==> src/rtl/fbm_pkg.sv <==
package fbm_pkg;
  // Default geometry of the array (word addressing).
  localparam int unsigned ADDR_W_DEF  = 20;
  localparam int unsigned SMALL_W_DEF = 12;  // 4K-word block
  localparam int unsigned LARGE_W_DEF = 15;  // 32K-word block
  localparam int unsigned N_SMALL_DEF = 8;
  localparam int unsigned N_BOOT_DEF  = 2;

  typedef enum logic {
    LAYOUT_BOTTOM = 1'b0,
    LAYOUT_TOP    = 1'b1
  } layout_e;
endpackage

==> src/rtl/fbm_region.sv <==
// Finds whether the address lies in the small-block region and extracts the
// sub-block number inside that region and the raw large-block slot number.
module fbm_region
  import fbm_pkg::*;
#(
  parameter int unsigned ADDR_W  = ADDR_W_DEF,
  parameter int unsigned SMALL_W = SMALL_W_DEF,
  parameter int unsigned LARGE_W = LARGE_W_DEF,
  parameter int unsigned N_SMALL = N_SMALL_DEF,
  localparam int unsigned SUB_W  = $clog2(N_SMALL),
  localparam int unsigned SLOT_W = ADDR_W - LARGE_W
) (
  input  logic [ADDR_W-1:0] addr_i,
  input  layout_e           layout_i,
  output logic              in_small_o,
  output logic [SUB_W-1:0]  sub_o,
  output logic [SLOT_W-1:0] slot_o
);
  localparam logic [ADDR_W:0] SPAN     = (ADDR_W+1)'(N_SMALL) << SMALL_W;
  localparam logic [ADDR_W:0] TOP_BASE = ((ADDR_W+1)'(1) << ADDR_W) - SPAN;

  logic [ADDR_W:0] addr_x;
  logic [ADDR_W:0] offset;

  always_comb begin
    addr_x = {1'b0, addr_i};
    if (layout_i == LAYOUT_TOP) begin
      in_small_o = (addr_x >= TOP_BASE);
      offset     = addr_x - TOP_BASE;
    end else begin
      in_small_o = (addr_x < SPAN);
      offset     = addr_x;
    end
    sub_o  = SUB_W'(offset >> SMALL_W);
    slot_o = SLOT_W'(addr_x >> LARGE_W);
  end

  // inside the small region the offset never exceeds the region span
  always_comb begin
    assert_region_span_R3: assert (!in_small_o || (offset < SPAN))
      else $error("small region offset out of span");
  end
endmodule

==> src/rtl/fbm_indexer.sv <==
// Merges the small/large classification into one ascending block index.
module fbm_indexer
  import fbm_pkg::*;
#(
  parameter int unsigned ADDR_W  = ADDR_W_DEF,
  parameter int unsigned SMALL_W = SMALL_W_DEF,
  parameter int unsigned LARGE_W = LARGE_W_DEF,
  parameter int unsigned N_SMALL = N_SMALL_DEF,
  localparam int unsigned SUB_W   = $clog2(N_SMALL),
  localparam int unsigned SLOT_W  = ADDR_W - LARGE_W,
  localparam int unsigned SKIP    = (N_SMALL << SMALL_W) >> LARGE_W,
  localparam int unsigned N_LARGE = (1 << SLOT_W) - SKIP,
  localparam int unsigned N_BLK   = N_SMALL + N_LARGE,
  localparam int unsigned IDX_W   = $clog2(N_BLK)
) (
  input  layout_e           layout_i,
  input  logic              in_small_i,
  input  logic [SUB_W-1:0]  sub_i,
  input  logic [SLOT_W-1:0] slot_i,
  output logic [IDX_W-1:0]  idx_o
);
  logic [IDX_W-1:0] sub_x, slot_x;

  always_comb begin
    sub_x  = IDX_W'(sub_i);
    slot_x = IDX_W'(slot_i);
    if (layout_i == LAYOUT_TOP)
      idx_o = in_small_i ? IDX_W'(N_LARGE) + sub_x : slot_x;
    else
      idx_o = in_small_i ? sub_x : slot_x + IDX_W'(N_SMALL) - IDX_W'(SKIP);
  end

  // the index never leaves the block count
  always_comb begin
    assert_idx_range_R8: assert (32'(idx_o) < N_BLK)
      else $error("block index %0d out of range", idx_o);
  end
  // small blocks land in the expected index band for each layout
  always_comb begin
    assert_small_band_R1: assert (!in_small_i ||
        ((layout_i == LAYOUT_TOP) ? (32'(idx_o) >= N_LARGE) : (32'(idx_o) < N_SMALL)))
      else $error("small block index %0d outside band", idx_o);
  end
endmodule

==> src/rtl/fbm_guard.sv <==
// Flags the boot blocks and gates the write permit with the lock release.
module fbm_guard
  import fbm_pkg::*;
#(
  parameter int unsigned N_SMALL = N_SMALL_DEF,
  parameter int unsigned N_BOOT  = N_BOOT_DEF,
  localparam int unsigned SUB_W  = $clog2(N_SMALL)
) (
  input  layout_e          layout_i,
  input  logic             in_small_i,
  input  logic [SUB_W-1:0] sub_i,
  input  logic             unlock_i,
  output logic             boot_o,
  output logic             write_ok_o
);
  localparam logic [SUB_W-1:0] HI_FIRST = SUB_W'(N_SMALL - N_BOOT);
  localparam logic [SUB_W-1:0] LO_END   = SUB_W'(N_BOOT);

  logic outer;

  always_comb begin
    outer      = (layout_i == LAYOUT_TOP) ? (sub_i >= HI_FIRST) : (sub_i < LO_END);
    boot_o     = in_small_i && outer;
    write_ok_o = !boot_o || unlock_i;
  end

  // a locked boot target is never permitted
  always_comb begin
    assert_locked_boot_R6: assert (!(boot_o && !unlock_i) || !write_ok_o)
      else $error("boot block permitted while locked");
  end
endmodule

==> src/rtl/flash_block_map.sv <==
module flash_block_map
  import fbm_pkg::*;
#(
  parameter int unsigned ADDR_W  = ADDR_W_DEF,
  parameter int unsigned SMALL_W = SMALL_W_DEF,
  parameter int unsigned LARGE_W = LARGE_W_DEF,
  parameter int unsigned N_SMALL = N_SMALL_DEF,
  parameter int unsigned N_BOOT  = N_BOOT_DEF,
  localparam int unsigned SUB_W   = $clog2(N_SMALL),
  localparam int unsigned SLOT_W  = ADDR_W - LARGE_W,
  localparam int unsigned SKIP    = (N_SMALL << SMALL_W) >> LARGE_W,
  localparam int unsigned N_LARGE = (1 << SLOT_W) - SKIP,
  localparam int unsigned IDX_W   = $clog2(N_SMALL + N_LARGE)
) (
  input  logic [ADDR_W-1:0] addr_i,
  input  logic              top_boot_i,
  input  logic              boot_unlock_i,
  output logic [IDX_W-1:0]  blk_idx_o,
  output logic              small_blk_o,
  output logic              boot_blk_o,
  output logic              write_ok_o
);
  layout_e           layout;
  logic [SUB_W-1:0]  sub;
  logic [SLOT_W-1:0] slot;

  assign layout = top_boot_i ? LAYOUT_TOP : LAYOUT_BOTTOM;

  fbm_region #(
    .ADDR_W(ADDR_W), .SMALL_W(SMALL_W), .LARGE_W(LARGE_W), .N_SMALL(N_SMALL)
  ) u_region (
    .addr_i(addr_i), .layout_i(layout),
    .in_small_o(small_blk_o), .sub_o(sub), .slot_o(slot)
  );

  fbm_indexer #(
    .ADDR_W(ADDR_W), .SMALL_W(SMALL_W), .LARGE_W(LARGE_W), .N_SMALL(N_SMALL)
  ) u_index (
    .layout_i(layout), .in_small_i(small_blk_o), .sub_i(sub), .slot_i(slot),
    .idx_o(blk_idx_o)
  );

  fbm_guard #(
    .N_SMALL(N_SMALL), .N_BOOT(N_BOOT)
  ) u_guard (
    .layout_i(layout), .in_small_i(small_blk_o), .sub_i(sub),
    .unlock_i(boot_unlock_i), .boot_o(boot_blk_o), .write_ok_o(write_ok_o)
  );

  // a boot block is always a small block
  always_comb begin
    assert_boot_is_small_R5: assert (!boot_blk_o || small_blk_o)
      else $error("boot flag without small flag");
  end
  // outside the boot blocks the permit stays high
  always_comb begin
    assert_nonboot_open_R7: assert (boot_blk_o || write_ok_o)
      else $error("non-boot block refused");
  end
  // boot blocks sit at the outer end of the address space
  always_comb begin
    assert_boot_end_R5: assert (!boot_blk_o ||
        (top_boot_i ? (addr_i[ADDR_W-1 -: 1] == 1'b1) : (addr_i[ADDR_W-1 -: 1] == 1'b0)))
      else $error("boot flag on wrong half of the array");
  end
endmodule

==> config.mk <==
export PLATFORM = sky130hd
export DESIGN_NAME = flash_block_map
export DESIGN_NICKNAME = d
export VERILOG_FILES = /design/src/rtl/fbm_pkg.sv /design/src/rtl/fbm_region.sv /design/src/rtl/fbm_indexer.sv /design/src/rtl/fbm_guard.sv /design/src/rtl/flash_block_map.sv
export SDC_FILE = /design/constraint.sdc
export NUM_CORES = 1
export LEC_CHECK = 0
export BUFFER_PORTS_ARGS = -buffer_cell sky130_fd_sc_hd__buf_2
export CORE_AREA = 4 4 41 43
export DETAILED_ROUTE_END_ITERATION = 10
export DIE_AREA = 0 0 45 47
export GPL_TIMING_DRIVEN = 0
export PLACE_DENSITY_LB_ADDON = 0.1
export SYNTH_ARGS = -nofsm -noshare
export SYNTH_HDL_FRONTEND = slang
export SYNTH_SLANG_ARGS = --single-unit
==> constraint.sdc <==
create_clock -name vclk -period 3.1
set_clock_uncertainty 0.15 [all_clocks]
set_input_delay 0.62 -clock vclk [all_inputs]
set_output_delay 0.62 -clock vclk [all_outputs]
set_load 0.1 [all_outputs]
---- Yosys cells after proc, flatten, opt, wreduce, memory -nomap -nowiden ----
Cells that the tools add are included.
word-level totals
  logic and storage cells ................. 18
  input port bits ......................... 22
  output and inout bits ................... 9
  bits in registers ....................... 0
operators by class
  reduce and logical (&&, ||, !) cells .... 3
  $lt $le $gt $ge ......................... 4
  mux-type cells .......................... 7
  add/subtract/negate cells ............... 4
operator list
  kind                   count
  $ge 20x20->1 const B   1
  $lt 20x16->1 const B   1
  $mux 6                 3
  $mux 15                1
  $sub 15x1->15 const B  1
  $add 5x3->6 const A    1
  $add 5x4->6 const B    1
  $sub 6x1->6 const B    1
  $ge 3x3->1 const B     1
  $lt 3x2->1 const B     1
  $mux 1                 3
  $logic_and 1x1->1      1
  $logic_not 1->1        1
  $logic_or 1x1->1       1

---- Logic depth before layout (Yosys ltp) ----
Gate-level depths: netlist (run 1).
  word-level depth ........................ 7
  mapped depth ............................ 7
  gate-level depth less buffers ........... 7

---- Modules after synthesis ----
Synthesis (run 1) repeated with hierarchy kept, for this count alone.
unflattened totals
  cells, all modules ...................... 56
  area total of the unflattened synthesis .. 372.9 um2
modules (own cells, without submodules)
  module       times used  cells an instance  sequential area each (um2)  area each (um2)
  fbm_indexer  1           38                 0.0                         254.0
  fbm_region   1           13                 0.0                         90.1
  fbm_guard    1           5                  0.0                         28.8

---- Worst setup path before layout (run 1) ----
OpenSTA, ideal clock, no wires.
  path kind ............................... input -> output
  start point ............................. input port addr_i[1]
  end point ............................... output port write_ok_o
  data required time ...................... 2330 ps
  path slack .............................. -3545 ps
  arrival time ............................ 5875 ps
  stages on the path ...................... 4
  path buffers ............................ 0
  path through ............................ or4_4 o31ai_4 a21boi_0 nand2b_1
between the ends
  elaborated cells between the ends (all ways) .. 11
  those cells by class .................... 1 x add/sub; 4 x order compare; 3 x mux; 3 x reduce/logical
RTL lines
  what                                                 RTL line                            source
  start: declaration                                   flash_block_map.sv:15               input logic [ADDR_W-1:0] addr_i,
  $lt 20x16->1 / $ge 20x20->1 (equally long branches)  fbm_region.sv:31, fbm_region.sv:28
  $mux 1 (*)                                           fbm_region.sv:27                    if (layout_i == LAYOUT_TOP) begin
  via small_blk_o                                      flash_block_map.sv:19               output logic small_blk_o,
  $logic_and 1x1->1 (*)                                fbm_guard.sv:23                     boot_o = in_small_i && outer;
  via boot_blk_o                                       flash_block_map.sv:20               output logic boot_blk_o,
  $logic_not 1->1 (*)                                  fbm_guard.sv:24                     write_ok_o = !boot_o || unlock_i;
  $logic_or 1x1->1 (*)                                 fbm_guard.sv:24
  end: declaration                                     flash_block_map.sv:21               output logic write_ok_o
Mark *: on every way through the listed nets, which the timed path passes. The rest lies on a longest branch.

---- Final worst setup path (run 1) ----
  start point ............................. input port addr_i[1]
  end point ............................... output port blk_idx_o[0]
between the ends
  word-level cells in the longest chain between the ends .. 5
  elaborated cells between the ends (all ways) .. 9
  those cells by class .................... 2 x add/sub; 2 x order compare; 5 x mux
ends and longest elaborated chain
  what              RTL line               source
  $sub 15x1->15     fbm_region.sv:29       offset = addr_x - TOP_BASE;
  $mux 15           fbm_region.sv:27
  $add 5x3->6       fbm_indexer.sv:28      idx_o = in_small_i ? IDX_W'(N_LARGE) + sub_x : slot_x;
  $mux 6            fbm_indexer.sv:28
  $mux 6 (*)        fbm_indexer.sv:27      if (layout_i == LAYOUT_TOP)
  end: declaration  flash_block_map.sv:18  output logic [IDX_W-1:0] blk_idx_o,
Every way passes the cells marked *; elsewhere a longest branch is shown, timed or not.

==> flow_summary.yaml, run 1 <==
synth:
  synthAdderAreaFrac_pct: 13.8
  ys_types: 26
  synthSimpleGateAreaFrac_pct: 36.0
  avgSynthCellArea_um2: 6.95
  synth-xor-area-share_pct: 4.84
  syn_inst: 52
  syn_nets: 78
  synthesis.area_um2: 362
  yosysSeqAreaShare_pct: 0
  yosysWarnings: 0
  synth.area.mux_share_pct: 14.2
  synth_top_family_by_area: "simple AND/OR/NAND/NOR gates"
  synth-compound-area-share_pct: 23.9
route:
  drt-initial-drc-count: 6
  wl_um: 1170
  ant_nets: 0
  vias_per_cell: 5.04
  routedWlPerCell_um: 11.7
  drcViolationCount: 0
  dr.pass1.iters: 2
  vias: 504
sta:
  whs_ps: 1510
  finalSetupViolCount: 0
  slew-limit-headroom_pct: 55.7
  worst_slack_ps: 83.0
  hold_viol: 0
  worst_slew_pin_slew_ps: 664
  slew_viol_final: 0
  tns_ps: 0
  fin_crit_sh_pct: 97.3
  period_needed_ps: 3020
  fmax_ghz: 0.331
finish:
  regArea_um2: 0
  antenna_cells: 0
  sequential_cell_total: 0
  nFillCells: 144
  nClkBuffers: 0
  final_util_pct: 51.2
  stdcell_count: 100
  mostFrequentLayoutCell: "buf_2"
  drive_gt1_share_pct: 52.9
  syn_to_final_growth_pct: 84.1
  layout_common_cells: "buf_2, inv_1, nand2_1"
  layout.nets: 113
  finalInstanceArea_um2: 666
critical_path:
  end_kind: "output port"
  worst_ep_required_time_ps: 2330
  cp-startpoint: "addr_i[1]"
  cp_num_cells: 7
  crit_path_end: "blk_idx_o[0]"
  cp_slowest_cell: "or4_4"
  slowest_delay_ps: 540
  cp_num_buf_inv: 3
  critical_path.startpoint_type: "input port"
  crit_arrival_ps: 2250
  cp_cell_sequence: "buf_2 > or4_4 > o31ai_4 > buf_6 > mux2i_4 > xnor2_4 > buf_12"
  path_delay_family: "simple AND/OR/NAND/NOR gates"
  critPathKind: "input port to output port"
  cp_max_fo: 6
place:
  place_area_um2: 593
  dp_slack_ps: -440
  port_buffers: 31
  dp_hpwl_um: 941
  placed_cells_incl_taps: 98
  gp_congestion: 0.717
power:
  p_per_area_nw_per_um2: 210
  switchingPower_mw: 0.0940
  p_clk_share_pct: 0
  switching_share_pct: 67.4
  p_leak_nw: 0.311
  ir_drop_uv: 75.9
  p_total_mw: 0.139
  pwr-share-comb_pct: 100.0
  p_int_mw: 0.0455
  p_seq_share_pct: 0
die:
  fp.coreArea_um2: 1300
  rows: 13
  die_w_um: 45
  initial_core_util_pct: 27.8
  dieArea_um2: 2120
  io_pins: 31
  fp.dieH_um: 47
global_route:
  grt_first_pass_wirelength_um: 1840
  grt_util_all_layers_pct: 11.2
  grt_overflow_total: 0
  grt_pass1_vias: 439
  grt_max_degree: 11
  grt_antenna_before_repair: 0
run_status:
  status: "finished, final reports clean"
worst_hold_path:
  hold_class: "input port to output port"
clocking:
  ctsHoldBuffers: 0
flow_run:
  drv_cap: 0
-- power by group through the flow --
stage,sequential [mW],clock (mW),combinational [mW]
floorplan,0,0,0.0947
global placement,0,0,0.125
detailed placement,0,0,0.126
CTS,0,0,0.132
global route,0,0,0.147
finish,0,0,0.139
-- per-layer routing --
metal	global-route usage, %	routed length (µm)	vias up
met5	0	0	-
met4	0	0	0
met3	0.383	90	0
met2	21.5	614	20
met1	14.7	462	227
li1	-	-	257
-- logic make-up (layout without fill, tap and decap cells) --
family                     Yosys count  in the layout
muxes                                5              5
xor gates and xnor gates             2              2
buffers and inverters                7             40
and+or+nand+nor                     23             23
adders and majority gates            4              4
AOI/OAI and AO/OA                   11             11
-- cell usage after synthesis --
cell,n,area share (%)
xnor2_1,2,4.8
nor2_1,3,3.1
mux2i_1,4,11
nand2b_1,2,3.5
nor3_2,1,2.8
nor4_1,2,3.5
nand3b_1,1,2.1
o31ai_1,2,4.2
clkbuf_1,1,1.0
o21ai_0,3,4.2
nand3_1,1,1.4
a2bb2oi_1,1,2.4
nand4_1,2,3.5
nand2_1,5,5.2
a31o_2,1,2.4
o31ai_4,1,5.9
a21oi_1,2,2.8
mux2_2,1,3.1
inv_1,6,6.2
ha_1,4,14
a21boi_0,1,2.1
and3_1,1,1.7
or3_1,1,1.7
or4_4,1,3.1
nor2b_1,1,1.7
nor3_1,2,2.8
-- what timing repair did --
action	CTS	global route
endpoints found under the hold margin	0	0
pin swaps	1	1
buffers inserted	2	0
endpoints found under the setup margin	6	6
resized for setup	6	8
-- area by class of cell --
type	instances	area, µm²	area share, %
plain buffers	1	3.75	0.564
inverters	6	22.5	3.38
multi-input cells	45	418	62.8
well taps	15	18.8	2.82
repair buffers	33	203	30.5
-- worst min path at each step --
stage,start,to,slack (ps),cells after the start
3_5_place_dp,addr_i[19],blk_idx_o[4],1570,3
4_1_cts,addr_i[19],blk_idx_o[4],1510,3
6_report,addr_i[19],blk_idx_o[4],1510,3
3_3_place_gp,addr_i[19],blk_idx_o[4],1570,3
2_1_floorplan,addr_i[19],blk_idx_o[4],1270,1
5_1_grt,addr_i[19],blk_idx_o[4],1520,3
-- worst min-delay path, cell delays in order --
cell and delay (ps):
buf_2 130, o21ai_4 60, buf_4 220
Note: power is estimated with default switching activity, not from simulation.
==> run 2: changes to the inputs <==
==> constraint.sdc (replaced) <==
create_clock -name vclk -period 3
set_clock_uncertainty 0.15 [all_clocks]
set_input_delay 0.6 -clock vclk [all_inputs]
set_output_delay 0.6 -clock vclk [all_outputs]
set_load 0.1 [all_outputs]
==> run 2 against run 1 <==
Die area unchanged. Sequential share of layout area unchanged. Clock-buffer cell count unchanged. Hold slack worse by 77 ps. Via count down 3.8%. Utilization increased by 1.7 points. Non-clock buffer count is the same. Design area is 3.4% higher. Global-route usage up 0.63 points. Power increased by 6.9%.
==> flow_summary.yaml, run 2 (synthesized netlist as in run 1, its figures left out) <==
die:
  die_w_um: 45
  fp.coreArea_um2: 1300
  fp.dieH_um: 47
  initial_core_util_pct: 27.8
  dieArea_um2: 2120
  io_pins: 31
  rows: 13
finish:
  nClkBuffers: 0
  syn_to_final_growth_pct: 90.3
  layout.nets: 113
  final_util_pct: 52.9
  multiInputGateArea_um2: 420
  drive_gt1_share_pct: 54.1
  sequential_cell_total: 0
  antenna_cells: 0
  nFillCells: 136
  layout_common_cells: "buf_2, inv_1, nand2_1"
  mostFrequentLayoutCell: "buf_2"
  finalInstanceArea_um2: 688
  regArea_um2: 0
sta:
  worst_slack_ps: 12.6
  worst_slew_pin_slew_ps: 487
  finalSetupViolCount: 0
  fmax_ghz: 0.335
  hold_viol: 0
  slew_viol_final: 0
  period_needed_ps: 2990
  fin_crit_sh_pct: 99.6
  rsz0062_at_grt: "yes"
  slew-limit-headroom_pct: 67.8
route:
  vias_per_cell: 4.85
  vias: 485
  wl_um: 1120
  dr.pass1.iters: 3
  ant_nets: 0
  drcViolationCount: 0
  drt-initial-drc-count: 7
  routedWlPerCell_um: 11.2
global_route:
  grt_first_pass_wirelength_um: 1990
  grt_util_all_layers_pct: 11.8
  grt_pass1_vias: 478
  grt_max_degree: 11
  grt_overflow_total: 0
  grt_antenna_before_repair: 0
place:
  dp_slack_ps: -469
  port_buffers: 31
  dp_hpwl_um: 998
  place_area_um2: 602
  gp_congestion: 0.760
critical_path:
  critPathKind: "input port to output port"
  critical_path.startpoint_type: "input port"
  cp_cell_sequence: "buf_6 > or4_4 > o31ai_4 > buf_6 > mux2i_4 > xnor2_4 > buf_12"
  path_delay_family: "simple AND/OR/NAND/NOR gates"
  cp_slowest_cell: "or4_4"
  cp_common_cell: "buf_6"
  end_kind: "output port"
  worst_ep_required_time_ps: 2250
  cp_num_buf_inv: 3
  crit_arrival_ps: 2240
  cp_max_fo: 6
  cp_num_cells: 7
  slowest_delay_ps: 530
power:
  p_leak_nw: 0.320
  p_per_area_nw_per_um2: 217
  ir_drop_uv: 77.1
  p_total_mw: 0.149
flow_run:
  drv_cap: 0
worst_hold_path:
  min_path_cells: 3
  hold_class: "input port to output port"
clocking:
  ctsHoldBuffers: 0
run_status:
  status: "finished, final reports clean"
==> run 2: timing repair <==
action	CTS	global route
buffers inserted	2	0
pin swaps	1	1
gates resized for setup	13	6
setup endpoints to repair	7	6
==> run 2: final cells by class <==
cell class                      count  share of cell area [%]
Tap cell                           15                    2.73
Buffer                              1                   0.727
Timing Repair Buffer               33                    32.2
Inverter                            6                    3.27
Multi-Input combinational cell     45                    61.1
==> run 2: path summary, 6_finish.rpt <==
| check | start | to | slack (ps) |
|---|---|---|---|
| max | addr_i[1] | blk_idx_o[0] | 10 |
| min | addr_i[19] | blk_idx_o[4] | 1430 |
==> run 2: tightest hold or removal path: stages <==
cell     delay [ps]
buf_2           140
o21ai_4          70
buf_6           180
==> run 2: power breakdown <==
| group | leakage [nW] | switching (mW) | total (mW) | internal [mW] |
|---|---|---|---|---|
| logic | 0.320 | 0.0976 | 0.149 | 0.0515 |
| registers | 0 | 0 | 0 | 0 |
| clock network | 0 | 0 | 0 | 0 |
==> run 2: metrics by stage <==
step / instances / setup TNS, ps / hold slack (ps)
after CTS: 100 / 0 / 1480
after floorplan: 52 / -4920 / 1230
after detailed placement: 98 / -1090 / 1530
after global routing: 100 / -43.0 / 1450
after global placement: 98 / -1090 / 1530
final: 100 / 0 / 1430
==> run 2: per-layer routing <==
layer	track usage, %	share of wire (%)
met1	16.7	43
met2	21.2	48
met5	0	0
met3	0.383	9.6
met4	0	0
==> run 3: changes to the inputs <==
--- a/config.mk
+++ b/config.mk
@@ -5,11 +5,11 @@
 export SDC_FILE = /design/constraint.sdc
 export NUM_CORES = 1
 export LEC_CHECK = 0
+export ABC_AREA = 1
 export BUFFER_PORTS_ARGS = -buffer_cell sky130_fd_sc_hd__buf_2
 export CORE_AREA = 4 4 41 43
 export DETAILED_ROUTE_END_ITERATION = 10
 export DIE_AREA = 0 0 45 47
-export GPL_TIMING_DRIVEN = 0
 export PLACE_DENSITY_LB_ADDON = 0.1
 export SYNTH_ARGS = -nofsm -noshare
 export SYNTH_HDL_FRONTEND = slang
==> run 3 against run 2 <==
Non-clock buffer count shrank 3. Utilization grew 4.7 points. Die area unchanged. Global-route usage up 1.2 points. Clock-buffer cell count unchanged. Sequential cell count unchanged. Critical path depth is the same. Maximum frequency rose by 14%. Synthesized area increased by 24%. Largest cell class unchanged.
==> flow_summary.yaml, run 3 <==
finish:
  regArea_um2: 0
  syn_to_final_growth_pct: 66.9
  layout_common_cells: "nand2_1, buf_2, nand3_1"
  layout.nets: 146
  drive_gt1_share_pct: 34.7
  antenna_cells: 0
  sequential_cell_total: 0
  nClkBuffers: 0
  mostFrequentLayoutCell: "nand2_1"
  nFillCells: 136
place:
  dp_hpwl_um: 1150
  port_buffers: 31
  gp_congestion: 0.935
  dp_slack_ps: 370
global_route:
  busiest_layer: "met2"
  grt_util_all_layers_pct: 13.1
  grt_first_pass_wirelength_um: 2200
  grt_use_met3_pct: 1.53
  grt_pass1_vias: 531
  gr-usage-met1_pct: 17.5
  grt_max_degree: 14
  grt_overflow_total: 0
  met2_usage_pct: 23.7
  grt_antenna_before_repair: 0
die:
  io_pins: 31
  dieArea_um2: 2120
  rows: 13
  die_w_um: 45
  fp.coreArea_um2: 1300
  fp.dieH_um: 47
  initial_core_util_pct: 34.5
synth:
  synthesis.area_um2: 449
  synth.area.top_cells: "nand2_1, nand3_1, ha_1"
  yosys-top-cells-count: "nand2_1, nand3_1, inv_1, nor2_1"
  avgSynthCellArea_um2: 5.10
  synth.top_cell.area_share_pct: 22.6
  syn_inst: 88
  yosysSeqAreaShare_pct: 0
  syn_nets: 114
  ys_types: 17
  synth_most_common_cell: "nand2_1"
  yosysTopAreaCell: "nand2_1"
  yosysWarnings: 0
sta:
  fmax_ghz: 0.380
  period_needed_ps: 2630
  worst_slew_pin_slew_ps: 483
  slew_viol_final: 0
  tns_ps: 0
  slew-limit-headroom_pct: 68.0
  worst_slack_ps: 370
  finalSetupViolCount: 0
  fin_crit_sh_pct: 87.7
  hold_viol: 0
  rsz0062_at_grt: "no"
route:
  vias_per_cell: 4.70
  drcViolationCount: 0
  dr.pass1.iters: 4
  routedWlPerCell_um: 9.84
  vias: 625
  drt-initial-drc-count: 13
  wl_um: 1310
  ant_nets: 0
clocking:
  ctsHoldBuffers: 0
  postCtsSetupBuffers: 0
  ctsResizeCount: 0
power:
  p_clk_share_pct: 0
  switchingPower_mw: 0.126
  pwr-share-comb_pct: 100.0
  p_per_area_nw_per_um2: 254
  ir_drop_uv: 109
  switching_share_pct: 66.0
  p_int_mw: 0.0648
  p_leak_nw: 0.425
  p_seq_share_pct: 0
worst_hold_path:
  hp-start: "boot_unlock_i"
  hold_class: "input port to output port"
critical_path:
  cp-startpoint: "top_boot_i"
  crit_arrival_ps: 1880
  cp_cell_sequence: "buf_2 > inv_1 > nor2_1 > nand2_4 > nand2_4 > inv_1 > buf_2"
  critical_path.startpoint_type: "input port"
  worst_ep_required_time_ps: 2250
  end_kind: "output port"
  cp_num_buf_inv: 4
  slowest_delay_ps: 410
  cp_max_fo: 13
  cp_slowest_cell: "buf_2"
  critPathKind: "input port to output port"
  path_delay_family: "buffers and inverters"
flow_run:
  drv_cap: 0
run_status:
  status: "finished, final reports clean"
==> run 3: worst min-delay path, delay by kind of cell <==
| family | cells | cell delay (ps) |
|---|---|---|
| buffers and inverters | 3 | 290 |
| and+or+nand+nor | 1 | 70 |
==> run 3: cell families (layout without fill, tap and decap cells) <==
logic type | Yosys count | count (layout) | synth area share (%)
AND/OR/NAND/NOR | 62 | 62 | 63.5
adder cells (fa/ha/maj) | 4 | 4 | 11.1
AO/OA/AOI/OAI | 6 | 6 | 9.47
buffers and inverters | 14 | 44 | 12.0
XOR/XNOR | 2 | 2 | 3.90
==> run 3: worst paths after layout <==
kind / end / slack [ps] / cells after the start
setup / recovery: small_blk_o / 370 / 7
hold / removal: write_ok_o / 1410 / 4
==> run 3: power by group through the flow <==
stage	logic (mW)	registers, mW	clock network [mW]
final	0.190	0	0
after global routing	0.203	0	0
after CTS	0.192	0	0
after detailed placement	0.191	0	0
after global placement	0.191	0	0
after floorplan	0.121	0	0
==> run 3: routing by layer <==
layer / share of wire (%) / vias to the layer above
met5: 0 / -
met4: 0 / 0
met3: 9.7 / 0
met2: 49 / 26
met1: 42 / 262
li1: - / 337
==> run 3: cell type report <==
class / instances / area [µm²] / share of cell area, %
multi-input combinational: 74 / 407 / 54.3
timing repair buffer: 31 / 275 / 36.7
tap: 15 / 18.8 / 2.50
inverter: 13 / 48.8 / 6.51
==> run 3: metrics by stage <==
step	cells	power (mW)	hold WS, ps	instance area (µm²)	utilization [%]
floorplan	88	0.121	1310	460	-
global placement	133	0.191	1410	749	57.6
detailed placement	133	0.191	1410	749	57.6
CTS	133	0.192	1410	749	57.6
global route	133	0.203	1440	749	57.6
finish	133	0.190	1410	749	57.6
